===== config.mk =====
export PLATFORM = sky130hd
export DESIGN_NAME = rowbuf_mem
export DESIGN_NICKNAME = d
export VERILOG_FILES = /design/src/rtl/rbm_pkg.sv /design/src/rtl/rbm_onehot_decoder.sv /design/src/rtl/rbm_bit_plane.sv /design/src/rtl/rbm_col_select.sv /design/src/rtl/rbm_ctrl.sv /design/src/rtl/rowbuf_mem.sv
export SDC_FILE = /design/constraint.sdc
export NUM_CORES = 1
export LEC_CHECK = 0
export BUFFER_PORTS_ARGS = -buffer_cell sky130_fd_sc_hd__buf_2
export CAP_MARGIN = 20
export CORE_AREA = 4 4 86 88
export DETAILED_ROUTE_END_ITERATION = 16
export DIE_AREA = 0 0 90 92
export PLACE_DENSITY = 0.6
export SLEW_MARGIN = 10
export SYNTH_ARGS = -nofsm -noshare
export SYNTH_HDL_FRONTEND = slang
export SYNTH_HIERARCHICAL = 1
export SYNTH_SLANG_ARGS = --single-unit

===== constraint.sdc =====
create_clock -name clk -period 2.25 [get_ports clk]
set_input_delay 0.45 -clock clk [delete_from_list [all_inputs] [get_ports clk]]
set_output_delay 0.45 -clock clk [all_outputs]
set_load 0.02 [all_outputs]

===== src/rtl/rbm_pkg.sv =====
// Package: shared types for the row-buffered memory array.
// Assumes nothing beyond the standard language.
package rbm_pkg;

    // Controller phase: idle, or the middle of a row activation.
    typedef enum logic {
        RBM_IDLE     = 1'b0,
        RBM_ACTIVATE = 1'b1
    } rbm_state_e;

endpackage


===== src/rtl/rbm_onehot_decoder.sv =====
// Module: rbm_onehot_decoder
// Turns a binary index into a one-hot select vector. It serves as the row
// (word-line) decoder and as the column decoder.
// Assumes N >= 2. An index at or above N gives an all-zero vector.
module rbm_onehot_decoder #(
    parameter int N     = 4,
    parameter int IDX_W = $clog2(N)
) (
    input  logic [IDX_W-1:0] idx,
    output logic [N-1:0]     sel
);

    // One comparator per output line.
    generate
        for (genvar i = 0; i < N; i++) begin : g_line
            assign sel[i] = (idx == IDX_W'(i));
        end
    endgenerate

    // Guard: an in-range index drives exactly one line.
    always_comb begin : p_guard
        if (32'(idx) < N) begin
            AST_WL_ONEHOT: assert ($onehot(sel)) else $error("decoder line count wrong");
        end
    end

endmodule


===== src/rtl/rbm_bit_plane.sv =====
// Module: rbm_bit_plane
// One plane of ROWS x COLS single-bit cells. A one-hot word line picks the
// row. The selected row appears in full on row_bits, and a write changes the
// single cell where the word line and the one-hot column meet.
// Assumes word_line and col_sel are one-hot or zero. The cells have no reset
// and hold undefined values until written.
module rbm_bit_plane #(
    parameter int ROWS = 4,
    parameter int COLS = 4
) (
    input  logic            clk,
    input  logic            wr_en,
    input  logic [ROWS-1:0] word_line,
    input  logic [COLS-1:0] col_sel,
    input  logic            wr_bit,
    output logic [COLS-1:0] row_bits
);

    logic [COLS-1:0] cells [ROWS];

    // Cell write: only the cell at the active word line and column changes.
    always_ff @(posedge clk) begin : p_cell_write
        for (int r = 0; r < ROWS; r++) begin
            for (int c = 0; c < COLS; c++) begin
                if (wr_en && word_line[r] && col_sel[c]) begin
                    cells[r][c] <= wr_bit;
                end
            end
        end
    end

    // Row read: the active word line places its whole row on the bit lines.
    always_comb begin : p_row_read
        row_bits = '0;
        for (int r = 0; r < ROWS; r++) begin
            if (word_line[r]) begin
                row_bits = row_bits | cells[r];
            end
        end
    end

endmodule


===== src/rtl/rbm_col_select.sv =====
// Module: rbm_col_select
// Picks one bit from a latched row using a one-hot column select.
// Assumes col_sel is one-hot. An all-zero select gives 0.
module rbm_col_select #(
    parameter int COLS = 4
) (
    input  logic [COLS-1:0] row_bits,
    input  logic [COLS-1:0] col_sel,
    output logic            bit_out
);

    // AND-OR mux over the columns.
    always_comb begin : p_pick
        bit_out = 1'b0;
        for (int c = 0; c < COLS; c++) begin
            bit_out = bit_out | (row_bits[c] & col_sel[c]);
        end
    end

endmodule


===== src/rtl/rbm_ctrl.sv =====
// Module: rbm_ctrl
// Accepts requests, tracks which row sits in the row buffer, and sequences
// reads: a hit returns at the accepting edge, and a miss loads the row
// first and returns one edge later.
// Assumes a synchronous active-low reset. Requests seen while busy are dropped.
module rbm_ctrl
    import rbm_pkg::*;
#(
    parameter int ROW_W = 2,
    parameter int COL_W = 2
) (
    input  logic             clk,
    input  logic             rst_n,
    input  logic             req_valid,
    input  logic             req_write,
    input  logic [ROW_W-1:0] req_row,
    input  logic [COL_W-1:0] req_col,
    output logic             wr_accept,
    output logic             wr_hit,
    output logic             rd_hit_accept,
    output logic             load_row,
    output logic             read_emit,
    output logic             busy,
    output logic [COL_W-1:0] sel_col
);

    rbm_state_e       state_q;
    logic             buf_valid_q;
    logic [ROW_W-1:0] buf_row_q;
    logic [COL_W-1:0] col_q;
    logic             accept;
    logic             row_match;

    // Request acceptance and classification against the buffered row.
    always_comb begin : p_classify
        busy          = (state_q == RBM_ACTIVATE);
        accept        = req_valid && !busy;
        row_match     = buf_valid_q && (buf_row_q == req_row);
        wr_accept     = accept && req_write;
        wr_hit        = wr_accept && row_match;
        rd_hit_accept = accept && !req_write && row_match;
        load_row      = accept && !req_write && !row_match;
        read_emit     = rd_hit_accept || busy;
        sel_col       = busy ? col_q : req_col;
    end

    // Phase register: a miss spends one cycle in activation.
    always_ff @(posedge clk) begin : p_state
        if (!rst_n) begin
            state_q <= RBM_IDLE;
        end else begin
            unique case (state_q)
                RBM_IDLE:     if (load_row) state_q <= RBM_ACTIVATE;
                RBM_ACTIVATE: state_q <= RBM_IDLE;
                default:      state_q <= RBM_IDLE;
            endcase
        end
    end

    // Buffered-row tracking and the saved column of a pending miss.
    always_ff @(posedge clk) begin : p_track
        if (!rst_n) begin
            buf_valid_q <= 1'b0;
            buf_row_q   <= '0;
            col_q       <= '0;
        end else if (load_row) begin
            buf_valid_q <= 1'b1;
            buf_row_q   <= req_row;
            col_q       <= req_col;
        end
    end

    AST_BUSY_ONE_CYCLE: assert property (@(posedge clk) disable iff (!rst_n)
        busy |=> !busy) else $error("busy longer than one cycle");
    AST_MISS_BUSY: assert property (@(posedge clk) disable iff (!rst_n)
        load_row |=> busy) else $error("miss did not enter activation");
    AST_BUSY_DROPS: assert property (@(posedge clk) disable iff (!rst_n)
        busy |-> !wr_accept && !rd_hit_accept && !load_row) else $error("request taken while busy");

endmodule


===== src/rtl/rowbuf_mem.sv =====
// Module: rowbuf_mem (top)
// A memory array of PLANES identical bit planes sharing a row and column
// address. A read latches the whole row into a row buffer, and a column
// select then forms the output word. Writes go straight to the cells and
// keep the buffer coherent.
// Assumes ROWS and COLS are powers of two, at least 2. The array contents are
// undefined after reset.
module rowbuf_mem #(
    parameter  int ROWS   = 4,
    parameter  int COLS   = 4,
    parameter  int PLANES = 2,
    localparam int ROW_W  = $clog2(ROWS),
    localparam int COL_W  = $clog2(COLS),
    localparam int ADDR_W = ROW_W + COL_W
) (
    input  logic              clk,
    input  logic              rst_n,
    input  logic              req_valid,
    input  logic              req_write,
    input  logic [ADDR_W-1:0] req_addr,
    input  logic [PLANES-1:0] req_wdata,
    output logic [PLANES-1:0] rd_data,
    output logic              rd_valid,
    output logic              busy
);

    logic [ROW_W-1:0]             req_row;
    logic [COL_W-1:0]             req_col;
    logic [ROWS-1:0]              word_line;
    logic [COLS-1:0]              wr_col_oh;
    logic [COLS-1:0]              rd_col_oh;
    logic [COL_W-1:0]             sel_col;
    logic                         wr_accept;
    logic                         wr_hit;
    logic                         rd_hit_accept;
    logic                         load_row;
    logic                         read_emit;
    logic [PLANES-1:0][COLS-1:0]  plane_row;
    logic [PLANES-1:0][COLS-1:0]  buf_q;
    logic [PLANES-1:0]            sel_bits;

    // Address split: row field above column field.
    assign req_row = req_addr[ADDR_W-1:COL_W];
    assign req_col = req_addr[COL_W-1:0];

    rbm_ctrl #(
        .ROW_W (ROW_W),
        .COL_W (COL_W)
    ) u_ctrl (
        .clk           (clk),
        .rst_n         (rst_n),
        .req_valid     (req_valid),
        .req_write     (req_write),
        .req_row       (req_row),
        .req_col       (req_col),
        .wr_accept     (wr_accept),
        .wr_hit        (wr_hit),
        .rd_hit_accept (rd_hit_accept),
        .load_row      (load_row),
        .read_emit     (read_emit),
        .busy          (busy),
        .sel_col       (sel_col)
    );

    rbm_onehot_decoder #(.N(ROWS)) u_row_dec (
        .idx (req_row),
        .sel (word_line)
    );

    rbm_onehot_decoder #(.N(COLS)) u_wr_col_dec (
        .idx (req_col),
        .sel (wr_col_oh)
    );

    rbm_onehot_decoder #(.N(COLS)) u_rd_col_dec (
        .idx (sel_col),
        .sel (rd_col_oh)
    );

    // Bit planes and their column selectors, one pair per data bit.
    generate
        for (genvar p = 0; p < PLANES; p++) begin : g_plane
            rbm_bit_plane #(
                .ROWS (ROWS),
                .COLS (COLS)
            ) u_plane (
                .clk       (clk),
                .wr_en     (wr_accept),
                .word_line (word_line),
                .col_sel   (wr_col_oh),
                .wr_bit    (req_wdata[p]),
                .row_bits  (plane_row[p])
            );

            rbm_col_select #(.COLS(COLS)) u_col_sel (
                .row_bits (buf_q[p]),
                .col_sel  (rd_col_oh),
                .bit_out  (sel_bits[p])
            );

            AST_BUF_COHERENT: assert property (@(posedge clk) disable iff (!rst_n)
                wr_hit |=> buf_q[p][$past(req_col)] == $past(req_wdata[p])) else $error("row buffer stale");
        end
    endgenerate

    // Row buffer: loaded whole on activation, patched by writes to its row.
    always_ff @(posedge clk) begin : p_row_buffer
        if (!rst_n) begin
            buf_q <= '0;
        end else begin
            for (int p = 0; p < PLANES; p++) begin
                if (load_row) begin
                    buf_q[p] <= plane_row[p];
                end else if (wr_hit) begin
                    for (int c = 0; c < COLS; c++) begin
                        if (wr_col_oh[c]) buf_q[p][c] <= req_wdata[p];
                    end
                end
            end
        end
    end

    // Read output register: one-cycle strobe with the column-selected word.
    always_ff @(posedge clk) begin : p_read_out
        if (!rst_n) begin
            rd_valid <= 1'b0;
            rd_data  <= '0;
        end else begin
            rd_valid <= read_emit;
            if (read_emit) rd_data <= sel_bits;
        end
    end

    AST_MISS_RETURN: assert property (@(posedge clk) disable iff (!rst_n)
        busy |=> rd_valid) else $error("miss did not return");
    AST_HIT_RETURN: assert property (@(posedge clk) disable iff (!rst_n)
        rd_hit_accept |=> rd_valid) else $error("hit did not return");
    AST_WRITE_QUIET: assert property (@(posedge clk) disable iff (!rst_n)
        wr_accept |=> !rd_valid) else $error("write raised rd_valid");

endmodule


* After elaboration in Yosys (flattened, before gate mapping)
Memory sizes are Yosys's and may differ from the RTL's. Cells that the tools add are included.
Cells by class: bitwise gates (word level) 21, eq/ne operators 10, reductions and logical operators 49, mux-type cells 73
Operators by type and width (count):
- $mux W4 | 24
- $mux W1 | 41
- $logic_and A1 B1 Y1 | 27
- $or A4 B4 Y4 | 6
- $reduce_or A4 Y1 | 6
- $mux W2 | 7
- $eq A2 B2 Y1 const B | 6
- $reduce_bool A2 Y1 | 5
- $and A1 B1 Y1 | 8
- $reduce_and A2 Y1 | 4
- $eq A2 B1 Y1 const B | 3
- $logic_not A2 Y1 | 3
- $or A1 B1 Y1 | 6
- $logic_not A1 Y1 | 3
- $eq A2 B2 Y1 | 1
- $pmux W1 S2 | 1
- $logic_or A1 B1 Y1 | 1
- $not A1 Y1 | 1
Word-level totals: output and inout port bits 4, bits in registers 17, logic and storage cells 169, input port bits 10, memories 2, RAM bits 32
Memory list:
- g_plane[0].u_plane.cells | depth 4, width 4, rd ports 4, clocked after memory_dff 0, write ports 1, RTL line rbm_bit_plane.sv:19 | logic [COLS-1:0] cells [ROWS];
- g_plane[1].u_plane.cells | depth 4, width 4, rd ports 4, clocked after memory_dff 0, write ports 1, RTL line rbm_bit_plane.sv:19

* Longest topological paths before layout
word-level depth 11, depth in mapped cells 6, gate-level depth less buffers 6

* Hierarchy
Netlist, hierarchy kept.
Modules (own cells, without submodules):
- rbm_bit_plane | cells an instance 45, area an instance 674.4 um2, times used 2
- rowbuf_mem | cells an instance 51, area an instance 519.2 um2, times used 1
- rbm_ctrl | cells an instance 30, area an instance 309.0 um2, times used 1
- rbm_onehot_decoder | cells an instance 4, area an instance 26.3 um2, times used 3
- rbm_col_select | cells an instance 3, area an instance 18.8 um2, times used 2

* Worst setup path after synthesis
No wires, ideal clock.
path type input port to flip-flop, start in req_addr[2], end reg buf_q[2] in the netlist's numbering, slack 0.488 ns, arrival time 1.640 ns, stages 6, required time 2.128 ns, library setup time 0.122 ns, path through xnor2_1 > nand3_1 > nor2b_1 > buf_6 > a21boi_1 > o311a_1
Between the ends: elaborated cells on any way between the ends 20
RTL lines:
- start: declaration | RTL line rowbuf_mem.sv:20 | input logic [ADDR_W-1:0] req_addr,
- $eq A2 B2 Y1 | RTL line rbm_ctrl.sv:38 | row_match = buf_valid_q && (buf_row_q == req_row);
- $logic_and A1 B1 Y1 | RTL line rbm_ctrl.sv:38
- $logic_and A1 B1 Y1 | RTL line rbm_ctrl.sv:40 | wr_hit = wr_accept && row_match;
- net wr_hit | RTL line rowbuf_mem.sv:34 | logic wr_hit;
- $reduce_bool A2 Y1 (no line)
- $reduce_and A2 Y1 (no line)
- end signal: indexed assignment | RTL line rowbuf_mem.sv:113 | buf_q[p] <= plane_row[p];
- end signal: indexed assignment | RTL line rowbuf_mem.sv:116 | if (wr_col_oh[c]) buf_q[p][c] <= req_wdata[p];
- end: declaration | RTL line rowbuf_mem.sv:39 | logic [PLANES-1:0][COLS-1:0] buf_q;
The timed path passes the listed nets, and every way through them passes these cells. A chain may end at the register's enable or synchronous reset.

* Worst setup path in the final report
start reg u_ctrl.state_q, in the netlist u_ctrl/busy, end reg buf_q[5] in the netlist's numbering
Between the ends: cells in the longest elaborated chain, start to end 6, elaborated cells on any way between the ends 10
Ends and longest elaborated chain:
- start: declaration | RTL line rbm_ctrl.sv:27 | rbm_state_e state_q;
- start signal: assignment | RTL line rbm_ctrl.sv:50 | state_q <= RBM_IDLE;
- start signal: assignment | RTL line rbm_ctrl.sv:53 | RBM_IDLE: if (load_row) state_q <= RBM_ACTIVATE;
- start signal: assignment | RTL line rbm_ctrl.sv:54 | RBM_ACTIVATE: state_q <= RBM_IDLE;
- $logic_not A1 Y1 * | RTL line rbm_ctrl.sv:37 | accept = req_valid && !busy;
- $logic_and A1 B1 Y1 * | RTL line rbm_ctrl.sv:37
- $logic_and A1 B1 Y1 * (2 in a row) | RTL line rbm_ctrl.sv:42 | load_row = accept && !req_write && !row_match;
- net load_row | RTL line rowbuf_mem.sv:36 | logic load_row;
- $reduce_bool A2 Y1 (no line)
- $reduce_and A2 Y1 (no line)
Mark *: on every way through the listed nets, which the timed path passes. The rest lies on a longest branch.

==> results.toml <==
[critical_path]
crit_chain = "or3b_4 > a31oi_4 > buf_4 > nand2b_1 > o311a_1"
arrival_ns = 1.87
path_class = "flop to flop"
startpoint_type = "flop"
cpMaxStageDelayCell = "or3b_4"
max_stage_delay_ns = 0.45
endpoint_kind = "flop"
crit_required_ns = 2.44
cp_max_fo = 14

[yosys]
synth_commonest_cells = "edfxtp_1, and3_1, a22oi_1"
ys_seq_elements = 49
syn_nets = 199
synthCells = 189
yosys_warnings = 6
synth_edf_count = 32
syn_area_mm2 = 0.00229
yosysSeqAreaShare_pct = 56.7
synth_flop_cell = "edfxtp_1"
synth_largest_area_cell = "edfxtp_1"
avgSynthCellArea_um2 = 12.1
async_flop_share_pct = 0
yosysUniqueCellTypes = 28
synth_top_area_share_pct = 41.9
synthTopCellsByArea = "edfxtp_1, dfxtp_1, and3_1"
post-synth-top-count-cell = "edfxtp_1"

[power]
pwr-share-seq_pct = 59.7
swShare_pct = 24.0
p_int_uw = 1260
p_comb_share_pct = 10.5
p_per_area_mw_per_mm2 = 650
leakagePower_uw = 0.00107
pwr-share-clk_pct = 29.8
ir_worst_vdd_uv = 339
p_sw_uw = 396

[clocking]
cts_num_sinks = 49
cts-resized-gates = 0
htreeDepth = 2
cts_hold_buf = 0
ctsRootBufferMaster = "clkbuf_8"
clk_path_buf_depth = 2
numCtsBuffers = 5
tritoncts = "done"
postCtsSetupRepairBufs = 0
clock_latency_ns = 0.30
clk_pin_slew_ns = 0.08

[sta]
setup_viol = 0
period_share_pct = 74.7
fmax_ghz = 0.595
clock_skew_ns = 0.00883
grt_setup_unrepaired = "false"
finalMaxSlewViolations = 0
finalHoldViolCount = 0
finalCriticalPeriod_ns = 1.68
fin_tns_setup_ns = 0
worstMarginPinSlew_ns = 0.359
relSlewSlack_pct = 76.0

[final_layout]
layout.nets = 221
layout-drive-gt1-share_pct = 23.7
fillerInstances = 645
areaGrowthSynthToFinish_pct = 11.0
fin_cells = 291
antennaDiodeCount = 0

[worst_hold_path]
min_path_type = "primary input to flop"

[grt]
antenna_found_initial = 0
grt_pass1_vias = 1541
overflow = 0
grt.total_usage_pct = 11.8
grt_pass1_wl_mm = 7.80
grt_max_degree = 33

[floorplanning]
pin_count = 14
die_h_um = 92
initial_core_util_pct = 34.5
die_x_um = 90
coreArea_mm2 = 0.00664
rows = 30
die_area_mm2 = 0.00828

[drt]
wl_per_cell_um = 16.0
drc = 0
via_per_inst = 5.29
via_count = 1540
dr.pass1.iters = 4
drt_wl_total_mm = 4.65
dr.first_iter.drc_count = 109
ant_nets = 0

[place]
dp.cells = 284
place.gp.congestion = 0.676
place.detailed.hpwl_mm = 2.89
io_buffer_count = 13

[job]
maxCapViolCount = 0

[run_status]
status = "completed"
==> state kept, by name (all words and copies together) (netlist names) <==
register,flops
u_ctrl/buf_valid_q,1
g_plane.u_plane/cells,32
buf_q,8
rd_data,2
rd_valid,1
u_ctrl/buf_row_q,2
u_ctrl/busy,1
u_ctrl/col_q,2
==> path summary, 6_finish.rpt <==
kind                            start             endpoint  slack (ns)  cells after the start
setup / recovery          u_ctrl/busy             buf_q[5]        0.57                      5
hold reg to reg   u_ctrl/buf_row_q[0]  u_ctrl/buf_row_q[0]        0.49                      2
hold / removal            req_addr[2]  u_ctrl/buf_row_q[0]        0.45                      3
setup reg to reg          u_ctrl/busy             buf_q[5]        0.57                      5
==> critical path, delay by kind of cell, from the launching register on <==
family / cells / cell delay (ns)
AO/OA/AOI/OAI: 2 / 0.40
AND/OR/NAND/NOR: 2 / 0.54
flip-flops: 1 / 0.37
buffers and inverters: 1 / 0.26
==> cell usage in the layout (no fill, tap or decap), types with 4 or more instances in the layout <==
cell and instances:
nor2_1 4, and3_1 28, dfxtp_1 17, clkbuf_8 5, mux2i_1 4, edfxtp_1 32, nor2b_1 8, nand2b_1 8
a22oi_1 20, nand2_1 14, a21boi_1 8, buf_4 7, o311a_1 8, and2_2 4, and3_2 12, buf_2 13
==> cells by family (layout without fill, tap and decap cells) <==
kind of cell	Yosys count	count (layout)	synth area share, %
and+or+nand+nor	87	87	23.4
DFF	49	49	56.7
AOI/OAI and AO/OA	40	40	14.6
muxes	6	6	2.73
buffers and inverters	5	27	1.85
xor gates and xnor gates	2	2	0.764
==> area by class of cell <==
class                      count  area, um^2  share of cell area, %
clock buffer                   6        72.6                   2.85
clock inverter                 1        3.75                  0.147
multi-input combinational    135         950                   37.3
sequential                    49        1300                   51.1
tap                           80         100                   3.93
timing repair buffer          20         118                   4.62
==> metal layers <==
metal / vias to the layer above / track usage [%] / routed length, um
met5: - / 0 / 0
met4: 0 / 4.59 / 73
met3: 6 / 3.04 / 150
met2: 29 / 18.4 / 2210
met1: 738 / 15.8 / 2210
li1: 767 / - / -
==> metrics by stage <==
stage | utilization (%) | total power [uW] | worst slack (ns) | hold WS, ns | area (um^2)
floorplan | - | 1120 | 0.488 | 0.456 | 2290
finish | 38.3 | 1650 | 0.569 | 0.450 | 2540
global route | 38.3 | 1730 | 0.474 | 0.449 | 2540
detailed placement | 37.2 | 1180 | 0.356 | 0.478 | 2470
global placement | 37.2 | 1180 | 0.405 | 0.468 | 2470
CTS | 38.3 | 1680 | 0.569 | 0.431 | 2540
==> power groups by stage <==
stage                     combinational, uW  sequential [uW]  clock (uW)
after floorplan                         111             1010           0
after global placement                  172             1010           0
after detailed placement                175             1010           0
after CTS                               175              989         512
after global routing                    194              991         541
final                                   173              988         493
No activity file was read; power rests on OpenSTA's default activity.
